**src/rtl/potctl_pkg.sv**
```systemverilog
package potctl_pkg;
  localparam int unsigned BYTE_W = 8;

  localparam logic [3:0] OP_RD_WCR = 4'b1001;
  localparam logic [3:0] OP_WR_WCR = 4'b1010;
  localparam logic [3:0] OP_RD_DR  = 4'b1011;
  localparam logic [3:0] OP_WR_DR  = 4'b1100;
  localparam logic [3:0] OP_DR2WCR = 4'b1101;
  localparam logic [3:0] OP_WCR2DR = 4'b1110;

  typedef enum logic [2:0] {
    ST_IDLE, ST_ID, ST_INSTR, ST_DATA, ST_RDOUT, ST_SKIP
  } state_e;
endpackage

```
**src/rtl/potctl_sync.sv**
```systemverilog
module potctl_sync #(
  parameter int unsigned STAGES  = 2,
  parameter logic        RST_VAL = 1'b0
) (
  input  logic clk_i,
  input  logic rst_ni,
  input  logic d_i,
  output logic q_o
);
  logic [STAGES-1:0] sr_q;

  always_ff @(posedge clk_i or negedge rst_ni) begin
    if (!rst_ni) sr_q <= {STAGES{RST_VAL}};
    else         sr_q <= {sr_q[STAGES-2:0], d_i};
  end

  assign q_o = sr_q[STAGES-1];
endmodule

```
**src/rtl/potctl_shift.sv**
```systemverilog
module potctl_shift #(
  parameter int unsigned W = 8
) (
  input  logic         clk_i,
  input  logic         rst_ni,
  input  logic         cs_s_i,
  input  logic         sclk_s_i,
  input  logic         sdi_s_i,
  input  logic         load_req_i,
  input  logic [W-1:0] load_data_i,
  output logic         byte_done_o,
  output logic [W-1:0] rx_o,
  output logic         sdo_bit_o
);
  localparam int unsigned CW = $clog2(W);

  logic          sclk_q, rise, fall;
  logic [CW-1:0] cnt_q;
  logic [W-1:0]  rx_q, tx_q, ld_q;
  logic          done_q, pend_q;

  assign rise = sclk_s_i & ~sclk_q;
  assign fall = ~sclk_s_i & sclk_q;

  always_ff @(posedge clk_i or negedge rst_ni) begin
    if (!rst_ni) begin
      sclk_q <= 1'b0;
      cnt_q  <= '0;
      rx_q   <= '0;
      tx_q   <= '0;
      ld_q   <= '0;
      done_q <= 1'b0;
      pend_q <= 1'b0;
    end else begin
      sclk_q <= sclk_s_i;
      done_q <= 1'b0;
      if (cs_s_i) begin
        cnt_q  <= '0;
        tx_q   <= '0;
        pend_q <= 1'b0;
      end else begin
        if (rise) begin
          rx_q   <= {rx_q[W-2:0], sdi_s_i};
          cnt_q  <= cnt_q + 1'b1;
          done_q <= (cnt_q == CW'(W-1));
        end
        if (load_req_i) begin
          pend_q <= 1'b1;
          ld_q   <= load_data_i;
        end
        // first falling edge after the request presents the MSB
        if (fall) begin
          if (pend_q) begin
            tx_q   <= ld_q;
            pend_q <= 1'b0;
          end else begin
            tx_q <= {tx_q[W-2:0], 1'b0};
          end
        end
      end
    end
  end

  assign byte_done_o = done_q;
  assign rx_o        = rx_q;
  assign sdo_bit_o   = tx_q[W-1];
endmodule

```
**src/rtl/potctl_regs.sv**
```systemverilog
module potctl_regs #(
  parameter int unsigned W    = 8,
  parameter int unsigned NPOT = 2,
  parameter int unsigned NDR  = 4,
  localparam int unsigned PW  = (NPOT > 1) ? $clog2(NPOT) : 1,
  localparam int unsigned IW  = (NDR > 1) ? $clog2(NDR) : 1
) (
  input  logic            clk_i,
  input  logic            rst_ni,
  input  logic            wcr_we_i,
  input  logic            dr_we_i,
  input  logic [PW-1:0]   pot_i,
  input  logic [IW-1:0]   idx_i,
  input  logic [W-1:0]    wdata_i,
  output logic [W-1:0]    wcr_rd_o,
  output logic [W-1:0]    dr_rd_o,
  output logic [NPOT*W-1:0] wiper_o
);
  logic [W-1:0] wcr_q [NPOT];
  logic [W-1:0] dr_q  [NPOT][NDR];

  for (genvar p = 0; p < NPOT; p++) begin : g_pot
    always_ff @(posedge clk_i or negedge rst_ni) begin
      if (!rst_ni) wcr_q[p] <= '0;
      else if (wcr_we_i && pot_i == PW'(p)) wcr_q[p] <= wdata_i;
    end
    for (genvar r = 0; r < NDR; r++) begin : g_dr
      always_ff @(posedge clk_i or negedge rst_ni) begin
        if (!rst_ni) dr_q[p][r] <= '0;
        else if (dr_we_i && pot_i == PW'(p) && idx_i == IW'(r)) dr_q[p][r] <= wdata_i;
      end
    end
    assign wiper_o[p*W +: W] = wcr_q[p];
  end

  assign wcr_rd_o = wcr_q[pot_i];
  assign dr_rd_o  = dr_q[pot_i][idx_i];
endmodule

```
**src/rtl/potctl_serial_front.sv**
```systemverilog
module potctl_serial_front
  import potctl_pkg::*;
#(
  parameter logic [3:0]  DEV_TYPE    = 4'b0101,
  parameter int unsigned NPOT        = 2,
  parameter int unsigned NDR         = 4,
  parameter int unsigned SYNC_STAGES = 2
) (
  input  logic                   clk_i,
  input  logic                   rst_ni,
  input  logic                   cs_ni,
  input  logic                   sclk_i,
  input  logic                   sdi_i,
  input  logic [3:0]             addr_i,
  output logic                   sdo_o,
  output logic                   sdo_oe_o,
  output logic [NPOT*BYTE_W-1:0] wiper_o
);
  localparam int unsigned PW = (NPOT > 1) ? $clog2(NPOT) : 1;
  localparam int unsigned IW = (NDR > 1) ? $clog2(NDR) : 1;

  logic cs_s, sclk_s, sdi_s;
  logic byte_done, sdo_bit, load_req;
  logic [BYTE_W-1:0] rx, load_data, wdata, wcr_rd, dr_rd;
  logic wcr_we, dr_we;
  logic [PW-1:0] sel_pot, pot_q;
  logic [IW-1:0] sel_idx, idx_q;
  logic [3:0] op_q, rx_op;
  state_e st_q;

  potctl_sync #(.STAGES(SYNC_STAGES), .RST_VAL(1'b1)) u_sync_cs (
    .clk_i, .rst_ni, .d_i(cs_ni), .q_o(cs_s));
  potctl_sync #(.STAGES(SYNC_STAGES), .RST_VAL(1'b0)) u_sync_sclk (
    .clk_i, .rst_ni, .d_i(sclk_i), .q_o(sclk_s));
  potctl_sync #(.STAGES(SYNC_STAGES), .RST_VAL(1'b0)) u_sync_sdi (
    .clk_i, .rst_ni, .d_i(sdi_i), .q_o(sdi_s));

  potctl_shift #(.W(BYTE_W)) u_shift (
    .clk_i, .rst_ni,
    .cs_s_i(cs_s), .sclk_s_i(sclk_s), .sdi_s_i(sdi_s),
    .load_req_i(load_req), .load_data_i(load_data),
    .byte_done_o(byte_done), .rx_o(rx), .sdo_bit_o(sdo_bit));

  potctl_regs #(.W(BYTE_W), .NPOT(NPOT), .NDR(NDR)) u_regs (
    .clk_i, .rst_ni,
    .wcr_we_i(wcr_we), .dr_we_i(dr_we),
    .pot_i(sel_pot), .idx_i(sel_idx), .wdata_i(wdata),
    .wcr_rd_o(wcr_rd), .dr_rd_o(dr_rd), .wiper_o(wiper_o));

  always_ff @(posedge clk_i or negedge rst_ni) begin
    if (!rst_ni) begin
      st_q  <= ST_IDLE;
      op_q  <= '0;
      pot_q <= '0;
      idx_q <= '0;
    end else if (cs_s) begin
      st_q <= ST_IDLE;
    end else begin
      unique case (st_q)
        ST_IDLE: st_q <= ST_ID;
        ST_ID: if (byte_done)
          st_q <= (rx == {DEV_TYPE, addr_i}) ? ST_INSTR : ST_SKIP;
        ST_INSTR: if (byte_done) begin
          op_q  <= rx_op;
          pot_q <= rx[PW-1:0];
          idx_q <= rx[2 +: IW];
          unique case (rx_op)
            OP_RD_WCR, OP_RD_DR: st_q <= ST_RDOUT;
            OP_WR_WCR, OP_WR_DR: st_q <= ST_DATA;
            default:             st_q <= ST_SKIP;
          endcase
        end
        ST_DATA: if (byte_done) st_q <= ST_SKIP;
        default: ;
      endcase
    end
  end

  assign rx_op   = rx[7:4];
  assign sel_pot = (st_q == ST_INSTR) ? rx[PW-1:0] : pot_q;
  assign sel_idx = (st_q == ST_INSTR) ? rx[2 +: IW] : idx_q;

  always_comb begin
    wcr_we    = 1'b0;
    dr_we     = 1'b0;
    load_req  = 1'b0;
    wdata     = rx;
    load_data = wcr_rd;
    if (byte_done && !cs_s) begin
      if (st_q == ST_DATA) begin
        wcr_we = (op_q == OP_WR_WCR);
        dr_we  = (op_q == OP_WR_DR);
      end else if (st_q == ST_INSTR) begin
        wcr_we   = (rx_op == OP_DR2WCR);
        dr_we    = (rx_op == OP_WCR2DR);
        wdata    = (rx_op == OP_DR2WCR) ? dr_rd : wcr_rd;
        load_req = (rx_op == OP_RD_WCR) || (rx_op == OP_RD_DR);
        load_data = (rx_op == OP_RD_DR) ? dr_rd : wcr_rd;
      end
    end
  end

  assign sdo_oe_o = (st_q == ST_RDOUT);
  assign sdo_o    = sdo_oe_o & sdo_bit;
endmodule


```
**config.mk**
```make
export PLATFORM = sky130hd
export DESIGN_NAME = potctl_serial_front
export DESIGN_NICKNAME = d
export VERILOG_FILES = /design/src/rtl/potctl_pkg.sv /design/src/rtl/potctl_sync.sv /design/src/rtl/potctl_shift.sv /design/src/rtl/potctl_regs.sv /design/src/rtl/potctl_serial_front.sv
export SDC_FILE = /design/constraint.sdc
export NUM_CORES = 1
export LEC_CHECK = 0
export BUFFER_PORTS_ARGS = -buffer_cell sky130_fd_sc_hd__buf_2
export CORE_MARGIN = 2
export CORE_UTILIZATION = 35
export CTS_CLUSTER_SIZE = 10
export DETAILED_ROUTE_END_ITERATION = 16
export PLACE_DENSITY = 0.52
export SYNTH_ARGS = -nofsm -noshare
export SYNTH_HDL_FRONTEND = slang
export SYNTH_SLANG_ARGS = --single-unit
```
**constraint.sdc**
```tcl
create_clock -name clk_i -period 2.53 [get_ports clk_i]
set_input_delay 0.3795 -clock clk_i [delete_from_list [all_inputs] [get_ports clk_i]]
set_output_delay 0.3795 -clock clk_i [all_outputs]
set_load 0.01 [all_outputs]
```
# Word-level counts from Yosys, hierarchy flattened
# Index checks and enable logic that the tools add are counted.
# totals
reg_bits,126
inputBits,9
output_inout_bits,18
wordCells,128
# classes
add_sub_neg,1
order_cmp,2
eq_ne,20
muxes,46
bitwise_logic,9
n_reduce_logical,26
# ops
operator,n
8-bit 2-to-1 mux,16
32-bit 2-to-1 mux,3
4-bit == test (second input constant),8
3-bit 2-to-1 mux,7
8-bit binary-select mux with 2-bit select,1
1-bit 2-to-1 mux,16
1-bit logical AND,13
3-bit case mux with 4 select lines,1
3-bit by 1-bit inequality test with 1-bit output (second input constant),3
8-bit by 7-bit == test with 1-bit output,1
3-bit by 2-bit == test with 1-bit output (second input constant),2
3-bit == test (second input constant),2
3-bit case mux with 2 select lines,1
5-bit nonzero test,1
2-bit == test (second input constant),2
1-bit NOT,4
2-bit AND reduction,2
4-bit AND reduction,1
2-bit nonzero test,2
2-bit OR reduction,2
3-bit by 1-bit adder with 3-bit output (second input constant),1
1-bit AND,3
3-bit by 1-bit == test with 1-bit output (second input constant),1
3-bit >= comparator (second input constant),1
other kinds (10),10

# Depth between registers and ports, before layout
# Gate-level depths: netlist (run 1).
# logic_depth
ltp_word,13
ltp_mapped,9
depth_no_buf,6

# Cells and area by module
# From an unflattened synthesis (run 1), not the netlist that was laid out.
# unflattened
cells_unflattened,420
area_unflattened_um2,6129.6
# modules_own_cells
mod,instances,cells_per_inst,area_per_inst_um2,seq_area_each_um2
potctl_regs,1,223,3743.6,2001.9
potctl_shift,1,91,1287.5,750.7
potctl_serial_front,1,100,945.9,250.2
potctl_sync at u_sync_sclk ...,2,2,50.0,50.0
potctl_sync at u_sync_cs,1,2,52.6,52.6

# Least setup slack after synthesis (run 1)
# Ideal clock, no wire load.
# synth_path
kind,reg2reg
from,register st_q[0]
to,register u_regs.dr_q[14] in the netlist's numbering
setup_time_ns,0.125
arrival_time_ns,2.175
t_required_ns,2.405
path_slack_ns,0.230
path_stages_with_launch,9
n_path_buf,3
period_less_slack_ns,2.300
path_cell_list,dfrtp_1 > buf_2 > or3b_1 > buf_6 > mux2i_4 > buf_8 > mux2i_1 > a21oi_4 > mux2_2
# synth_between
elab_chain_len,13
word_cells_on_any_way,25
cone_classes,eq/ne: 3; mux: 18; bitwise: 2; reduce/logical: 2
# synth_lines
item,line_no,text
from (decl),potctl_serial_front.sv:29,state_e st_q;
from (signal assigned),potctl_serial_front.sv:62,"st_q <= (rx == {DEV_TYPE, addr_i}) ? ST_INSTR : ST_SKIP;"
3-bit by 2-bit == test with 1-bit output,"potctl_serial_front.sv:80, potctl_serial_front.sv:81, potctl_serial_front.sv:93",
1-bit 2-to-1 mux,potctl_serial_front.sv:80,assign sel_pot = (st_q == ST_INSTR) ? rx[PW-1:0] : pot_q;
1-bit NOT with 2-bit output (not written as such),"potctl_regs.sv:36, potctl_regs.sv:37",
32-bit 2-to-1 mux (not written as such) (3 in series),potctl_regs.sv:37,assign dr_rd_o = dr_q[pot_i][idx_i];
8-bit binary-select mux with 2-bit select,potctl_regs.sv:37,
8-bit 2-to-1 mux (not written as such) (2 in series),potctl_regs.sv:37,
8-bit 2-to-1 mux,potctl_serial_front.sv:96,wdata = (rx_op == OP_DR2WCR) ? dr_rd : wcr_rd;
8-bit 2-to-1 mux,potctl_serial_front.sv:93,end else if (st_q == ST_INSTR) begin
8-bit 2-to-1 mux,potctl_serial_front.sv:90,if (st_q == ST_DATA) begin
8-bit 2-to-1 mux,potctl_serial_front.sv:89,if (byte_done && !cs_s) begin
"to (signal, indexed assignment)",potctl_regs.sv:30,else if (dr_we_i && pot_i == PW'(p) && idx_i == IW'(r)) dr_q[p][r] <= wdata_i;
to (decl),potctl_regs.sv:20,logic [W-1:0] dr_q [NPOT][NDR];
# Parallel ways exist; a longest one is shown, timed or not. The select of a mux whose other input is x is not followed.
# A chain may end at the register's enable or synchronous reset.

# Worst setup path in the final report (run 1)
# layout_path
from,register st_q[2]
to,"register u_regs.wcr_q, in the netlist u_regs.wiper_o[1]"
# layout_between
elab_chain_len,13
word_cells_on_any_way,24
cone_classes,eq/ne: 2; mux: 18; bitwise: 3; reduce/logical: 1
# layout_lines
item,line_no,text
3-bit by 2-bit == test with 1-bit output,"potctl_serial_front.sv:80, potctl_serial_front.sv:81, potctl_serial_front.sv:93",
1-bit 2-to-1 mux,potctl_serial_front.sv:80,
1-bit NOT with 2-bit output (not written as such),"potctl_regs.sv:36, potctl_regs.sv:37",
32-bit 2-to-1 mux (not written as such) (3 in series),potctl_regs.sv:37,
8-bit binary-select mux with 2-bit select,potctl_regs.sv:37,
8-bit 2-to-1 mux (not written as such) (2 in series),potctl_regs.sv:37,
8-bit 2-to-1 mux,potctl_serial_front.sv:96,
8-bit 2-to-1 mux,potctl_serial_front.sv:93,
8-bit 2-to-1 mux,potctl_serial_front.sv:90,
8-bit 2-to-1 mux,potctl_serial_front.sv:89,
"to (signal, indexed assignment)",potctl_regs.sv:25,else if (wcr_we_i && pot_i == PW'(p)) wcr_q[p] <= wdata_i;
to (decl),potctl_regs.sv:19,logic [W-1:0] wcr_q [NPOT];
# Parallel ways exist; a longest one is shown, timed or not. The select of a mux whose other input is x is not followed.

==> metrics.cfg, run 1 <==
[die]
rows = 49
ioPinCount = 27
chipWidth_um = 139
die_h_um = 139
core_sq_um = 18000
die_area_sq_um = 19400
initial_core_util_pct = 35.6

[finish]
area_growth_pct = 18.5
num-fill-cells = 1697
final_layout_size_suffix_gt1_share_pct = 31.9
fin_area_sq_um = 7580
diodes = 0
final_common_cell = dfrtp_1
final_util_pct = 42.2
nets = 612
final_cell_mix = 124 x dfrtp_1, 76 x mux2_2, 63 x nand2_1

[sta]
fin_setup_tns_ns = 0
max_freq_mhz = 417
holdWs_ns = -0.00925
fin_skew_ns = 0.00789
setup_viol = 0
rsz0062_at_grt = false
slew_headroom_pct = 46.5
finalCritPeriodShare_pct = 94.9
period_minus_slack_ns = 2.40
worst-slew-pin-transition_ns = 0.800
finalHoldViolCount = 14
slew_viol_final = 0

[clock_tree]
clk_pin_slew_ns = 0.06
cts_sinks = 126
htreeDepth = 4
cts_made_buffers = 17
cts_tree = built
hold_buffers = 0
cts_buffer_depth = 2
insertion_delay_ns = 0.42
clock-root-buffer = clkbuf_16

[logic_synthesis]
syn_inst = 556
async_reset_ff_share_pct = 100
synth-seq-cells = 126
syn_nets = 567
ys.warnings.count = 0
synth_edf_count = 0
seq_area_frac_synth_pct = 49.3
synthFlopType = dfrtp_1
syn_area_per_cell_sq_um = 11.5
syn_area_sq_um = 6390
synth.distinct_cells = 60

[detailed_routing]
drt_wl_total_mm = 16.1
firstDrtPassIters = 5
drt_iter0_drc = 270
via_count = 4506
via_per_inst = 5.35
ant_nets = 0
wl_per_cell_um = 19.1
drc_errors = 0

[placed_design]
placed_cell_area_sq_um = 6950
gp_congestion = 0.822
port-buffer-count = 26
dp_hpwl_mm = 11.7

[global_routing]
grt_overflow = 0
antenna_found_initial = 0
grt_pass1_vias = 4668
grt_usage_pct = 17.7
grt_max_degree = 49
grt_pass1_wl_mm = 26.6

[power_and_ir_drop]
powerDensity_nw_per_um2 = 729
finalPower_mw = 5.53
p_leak_nw = 3.51
ir_worst_vdd_mv = 0.476

[setup_path]
worst_ep_required_time_ns = 2.81
cp-end-kind = flop
crit_chain = or3b_1, buf_4, mux2i_2, a222oi_1, o21ai_0, a211oi_1, o31ai_1
slowest_stage = or3b_1
max_stage_delay_ns = 0.52
worst-path-max-fanout = 10
cp_data_arrival_time_ns = 2.68
crit_type = reg -> reg
startpoint_type = flop

[run_status]
violations = negative hold slack
status = complete, but fails checks

[min_path]
holdCritPathClass = in -> async

[job]
maxCapViolCount = 0

==> cell type report <==
cell class / instances / area, sq um / area share [%]
Sequential cell: 126 / 3160 / 41.6
Timing Repair Buffer: 59 / 430 / 5.68
Inverter: 8 / 30.0 / 0.396
Tap cell: 229 / 287 / 3.78
Clock inverter: 10 / 163 / 2.15
Multi-Input combinational cell: 389 / 3060 / 40.4
Clock buffer: 22 / 454 / 5.99
==> logic make-up (layout without fill, tap and decap cells) <==
group	count (synthesis)	count (layout)	synth area share [%]
xor+xnor	6	6	0.822
fa+ha+maj	2	2	0.391
simple gates	144	144	10.9
mux	132	132	23.2
compound gates	105	105	12.4
buf+inv	41	99	2.90
flops	126	126	49.3
==> stage by stage <==
step / worst slack, ns / std cells
final: 0.130 / 843
after global routing: 0.000162 / 843
after CTS: 0.134 / 842
after detailed placement: 0.147 / 810
after global placement: 0.194 / 810
after floorplan: 0.230 / 556
==> critical path, delay by kind of cell, from the launching register on <==
kind / cells / cell delay, ns
AOI/OAI and AO/OA: 4 / 0.90
buffers and inverters: 1 / 0.25
DFF: 1 / 0.37
muxes: 1 / 0.21
and+or+nand+nor: 1 / 0.52
==> layer usage <==
metal | share of wire, % | vias to the layer above | GRT usage (%)
li1 | - | 2129 | -
met1 | 47 | 2273 | 24.5
met2 | 46 | 88 | 27.2
met3 | 5.2 | 16 | 5.52
met4 | 1.1 | 0 | 4.36
met5 | 0 | - | 0
==> what timing repair did <==
item	CTS	global route
buffers inserted	0	1
setup endpoints to repair	0	1
gates resized for setup	0	0
==> path summary, 6_finish.rpt <==
kind,startpoint,endpoint,slack (ns),depth (start not counted)
setup / recovery,st_q[2]$_DFFE_PN0P_,u_regs.wiper_o[1]$_DFFE_PN0P_,0.13,7
max in group asynchronous,rst_ni,u_sync_cs.sr_q[1]$_DFF_PN1_,1.85,2
hold / removal,rst_ni,idx_q[0]$_DFFE_PN0P_,-0.009,1
min in group clk_i,cs_ni,u_sync_cs.sr_q[0]$_DFF_PN1_,0.06,1
setup reg to reg,st_q[2]$_DFFE_PN0P_,u_regs.wiper_o[1]$_DFFE_PN0P_,0.13,7
hold reg to reg,u_sync_sdi.sr_q[0]$_DFF_PN0_,u_sync_sdi.sr_q[1]$_DFF_PN0_,0.34,0
==> power by group <==
part / internal [mW] / total (mW) / switching, mW / leakage (nW)
logic: 0.288 / 0.811 / 0.523 / 1.50
registers: 2.08 / 2.15 / 0.0686 / 1.73
clock network: 1.67 / 2.57 / 0.899 / 0.283
total: 4.04 / 5.53 / 1.49 / 3.51
==> state kept, by name, summed over array words and instances (netlist names), 3 cells and up <==
name            cells
op_q                4
st_q                3
u_regs.dr_q        64
u_regs.wiper_o     16
u_shift.cnt_q       3
u_shift.ld_q        8
u_shift.rx_o        8
u_shift.tx_q        8
==> synthesized netlist by cell type, types with 3 or more instances <==
cell type,instances,area [sq um]
a211oi_1,9,67.6
a21oi_1,12,60.1
a21oi_4,3,48.8
a222oi_1,4,40.0
a22o_1,3,26.3
a22oi_1,3,22.5
and2_1,3,18.8
buf_2,10,50.1
clkbuf_1,21,78.8
dfrtp_1,124,3100
inv_1,8,30.0
mux2_2,76,856
mux2i_1,50,500
mux4_2,4,90.1
nand2_1,63,236
nand2_2,10,62.6
nand2b_1,6,37.5
nand3_1,7,35.0
nand3b_1,4,30.0
nand4_1,5,31.3
nor2_1,27,101
nor2b_1,5,31.3
o2111ai_1,4,35.0
o211ai_1,3,22.5
o21ai_0,21,105
o21ai_1,11,55.1
o221ai_1,10,87.6
o31ai_1,3,22.5
xnor2_1,4,35.0
No activity file was read; power rests on OpenSTA's default activity.
==> run 2, diff against run 1 <==
- CTS_BUF_LIST: unset -> sky130_fd_sc_hd__clkbuf_4
- PLACE_DENSITY: 0.52 -> 0.53
==> run 2 against run 1 <==
Compared with the run above:
- the flow now finishes without violations
- worst setup slack worse by 0.060 ns
- non-clock buffer count is 4 higher
- register-to-register slack worse by 0.06 ns
- die area stayed put
- cell count is 0.47% higher
- sequential power hardly changed
- wire length is 0.52% lower
- utilization is 1.5 points lower
- combinational power is 0.6% lower
- design area is 3.5% lower
- largest power group is now sequential cells
==> metrics.cfg, run 2 (same netlist as run 1, synthesis figures left out) <==
[run_status]
status = completed

[finish]
area_growth_pct = 14.3
final_util_pct = 40.7  ; -1.5 points
multiInputGateArea_sq_um = 3060  ; +0.16%
nets = 616  ; +0.65%
num-fill-cells = 1740  ; +2.5%
register_area_sq_um = 3160  ; unchanged
largest_reg_flops = 64  ; unchanged
final_cell_mix = 124 x dfrtp_1, 76 x mux2_2, 63 x nand2_1
diodes = 0  ; unchanged
top_register = u_regs.dr_q
final_common_cell = dfrtp_1
fin_area_sq_um = 7310  ; -3.5%
final_layout_size_suffix_gt1_share_pct = 32.2  ; +0.28 points

[sta]
worst-slew-pin-transition_ns = 0.916  ; +0.116 ns
slew_headroom_pct = 38.7  ; -7.8 points
period_minus_slack_ns = 2.46  ; +0.0596 ns
slew_viol_final = 0  ; unchanged
max_freq_mhz = 407  ; -2.4%
finalHoldViolCount = 0  ; -14
fin_skew_ns = 0.0127  ; +0.00482 ns
finalCritPeriodShare_pct = 97.2  ; +2.4 points
setup_viol = 0  ; unchanged
worst_slack_ns = 0.0702  ; -0.0596 ns

[clock_tree]
clk_pin_slew_ns = 0.11  ; +0.05 ns
cts_buffer_depth = 2  ; unchanged
clock-root-buffer = clkbuf_4
cts_tree = built
htreeDepth = 4  ; unchanged
cts_made_buffers = 17  ; unchanged
insertion_delay_ns = 0.55  ; +0.13 ns
cts_sinks = 126  ; unchanged

[global_routing]
antenna_found_initial = 0  ; unchanged
grt_pass1_wl_mm = 26.1  ; -2.0%
grt_overflow = 0  ; unchanged
grt_usage_pct = 17.4  ; -0.28 points
grt_max_degree = 85  ; +73%
grt_pass1_vias = 4764  ; +2.1%

[detailed_routing]
firstDrtPassIters = 5  ; unchanged
via_count = 4569  ; +1.4%
drt_wl_total_mm = 16.0  ; -0.52%
ant_nets = 0  ; unchanged
wl_per_cell_um = 18.9  ; -0.99%
drt_iter0_drc = 236  ; -13%
via_per_inst = 5.39  ; +0.92%
drc_errors = 0  ; unchanged

[setup_path]
worst_ep_required_time_ns = 2.95  ; +0.14 ns
worst-path-max-fanout = 6  ; -4
cp_data_arrival_time_ns = 2.88  ; +0.20 ns
crit_type = reg -> reg
critPathLaunch = st_q[2]$_DFFE_PN0P_
rr_startpoint = st_q[2]$_DFFE_PN0P_
r2r_slack_ns = 0.07  ; -0.06 ns
startpoint_type = flop
cp-end-kind = flop

[power_and_ir_drop]
ir_worst_vdd_mv = 0.454  ; -4.6%
powerDensity_nw_per_um2 = 602  ; -17%
p_leak_nw = 3.41  ; -2.9%

[placed_design]
placed_cell_area_sq_um = 6970  ; +0.29%
post-place-ws_ns = 0.0833  ; -0.0635 ns
port-buffer-count = 26  ; unchanged
gp_congestion = 0.810  ; -1.4%
dp_hpwl_mm = 11.6  ; -0.61%

[die]
ioPinCount = 27  ; unchanged
rows = 49  ; unchanged
core_sq_um = 18000  ; unchanged
die_area_sq_um = 19400  ; unchanged
die_h_um = 139  ; unchanged
chipWidth_um = 139  ; unchanged
initial_core_util_pct = 35.6  ; unchanged

[min_path]
holdCritPathClass = in -> async

[job]
maxCapViolCount = 0  ; unchanged

[run 2: cell types whose count changed in the layout (fill, tap and decap cells not counted), sizes merged]
cell / before / now
clkinvlp: 5 / 1
clkbuf: 22 / 19
bufinv: 4 / 3
clkinv: 1 / 9
dlygate4sd3: 0 / 4
[run 2: layer usage]
metal  GRT usage, %  share of wire (%)  vias to the layer above
li1               -                  -                     2129
met1           24.2                 46                     2324
met2           26.9                 47                       96
met3           4.11                4.9                       20
met4           6.01                1.8                        0
met5              0                  0                        -
[run 2: power by group]
group / leakage [nW] / switching (mW) / total [mW] / internal (mW)
Combinational: 1.52 / 0.506 / 0.806 / 0.300
Clock: 0.161 / 0.738 / 1.43 / 0.694
Sequential: 1.73 / 0.0894 / 2.16 / 2.07
Total: 3.41 / 1.33 / 4.40 / 3.07
[run 2: cell type report]
cell class	count	share of cell area (%)
Inverter	8	0.411
Clock buffer	19	1.95
Sequential cell	126	43.2
Multi-Input combinational cell	389	41.9
Timing Repair Buffer	63	6.61
Tap cell	229	3.92
Clock inverter	13	2.02
[run 2: repair_timing]
| action | in CTS | in global routing |
|---|---|---|
| hold buffers | 4 | 0 |
| resized for setup | 0 | 1 |
| endpoints found under the hold margin | 29 | 0 |
| setup endpoints to repair | 0 | 3 |
| setup buffers | 0 | 0 |
[run 2: path summary, 6_finish.rpt]
| kind | cells past startpoint | to |
|---|---|---|
| max | 7 | u_regs.wiper_o[1]$_DFFE_PN0P_ |
| min | 2 | u_shift.rx_o[4]$_DFFE_PN0P_ |
| max reg2reg | 7 | u_regs.wiper_o[1]$_DFFE_PN0P_ |
| min reg2reg | 0 | u_sync_sdi.sr_q[1]$_DFF_PN0_ |
| max in group asynchronous | 3 | u_regs.dr_q[13]$_DFFE_PN0P_ |
| min in group clk_i | 0 | u_sync_sdi.sr_q[1]$_DFF_PN0_ |
[run 2: through the flow]
step	total power, mW	setup TNS [ns]	hold WS [ns]	std cells
after global placement	3.00	0	0.341	811
after CTS	4.47	0	0.305	847
after global routing	4.65	-0.0127	0.331	847
after floorplan	2.65	0	0.0839	556
after detailed placement	3.01	0	0.336	811
final	4.40	0	0.317	847
[run 2: critical path, cell delays in order, from the launching register on]
cell	delay, ns
dfrtp_1	0.40
or3b_1	0.51
buf_4	0.21
mux2i_1	0.22
a222oi_1	0.43
o21ai_0	0.23
a211oi_2	0.23
o31ai_1	0.11
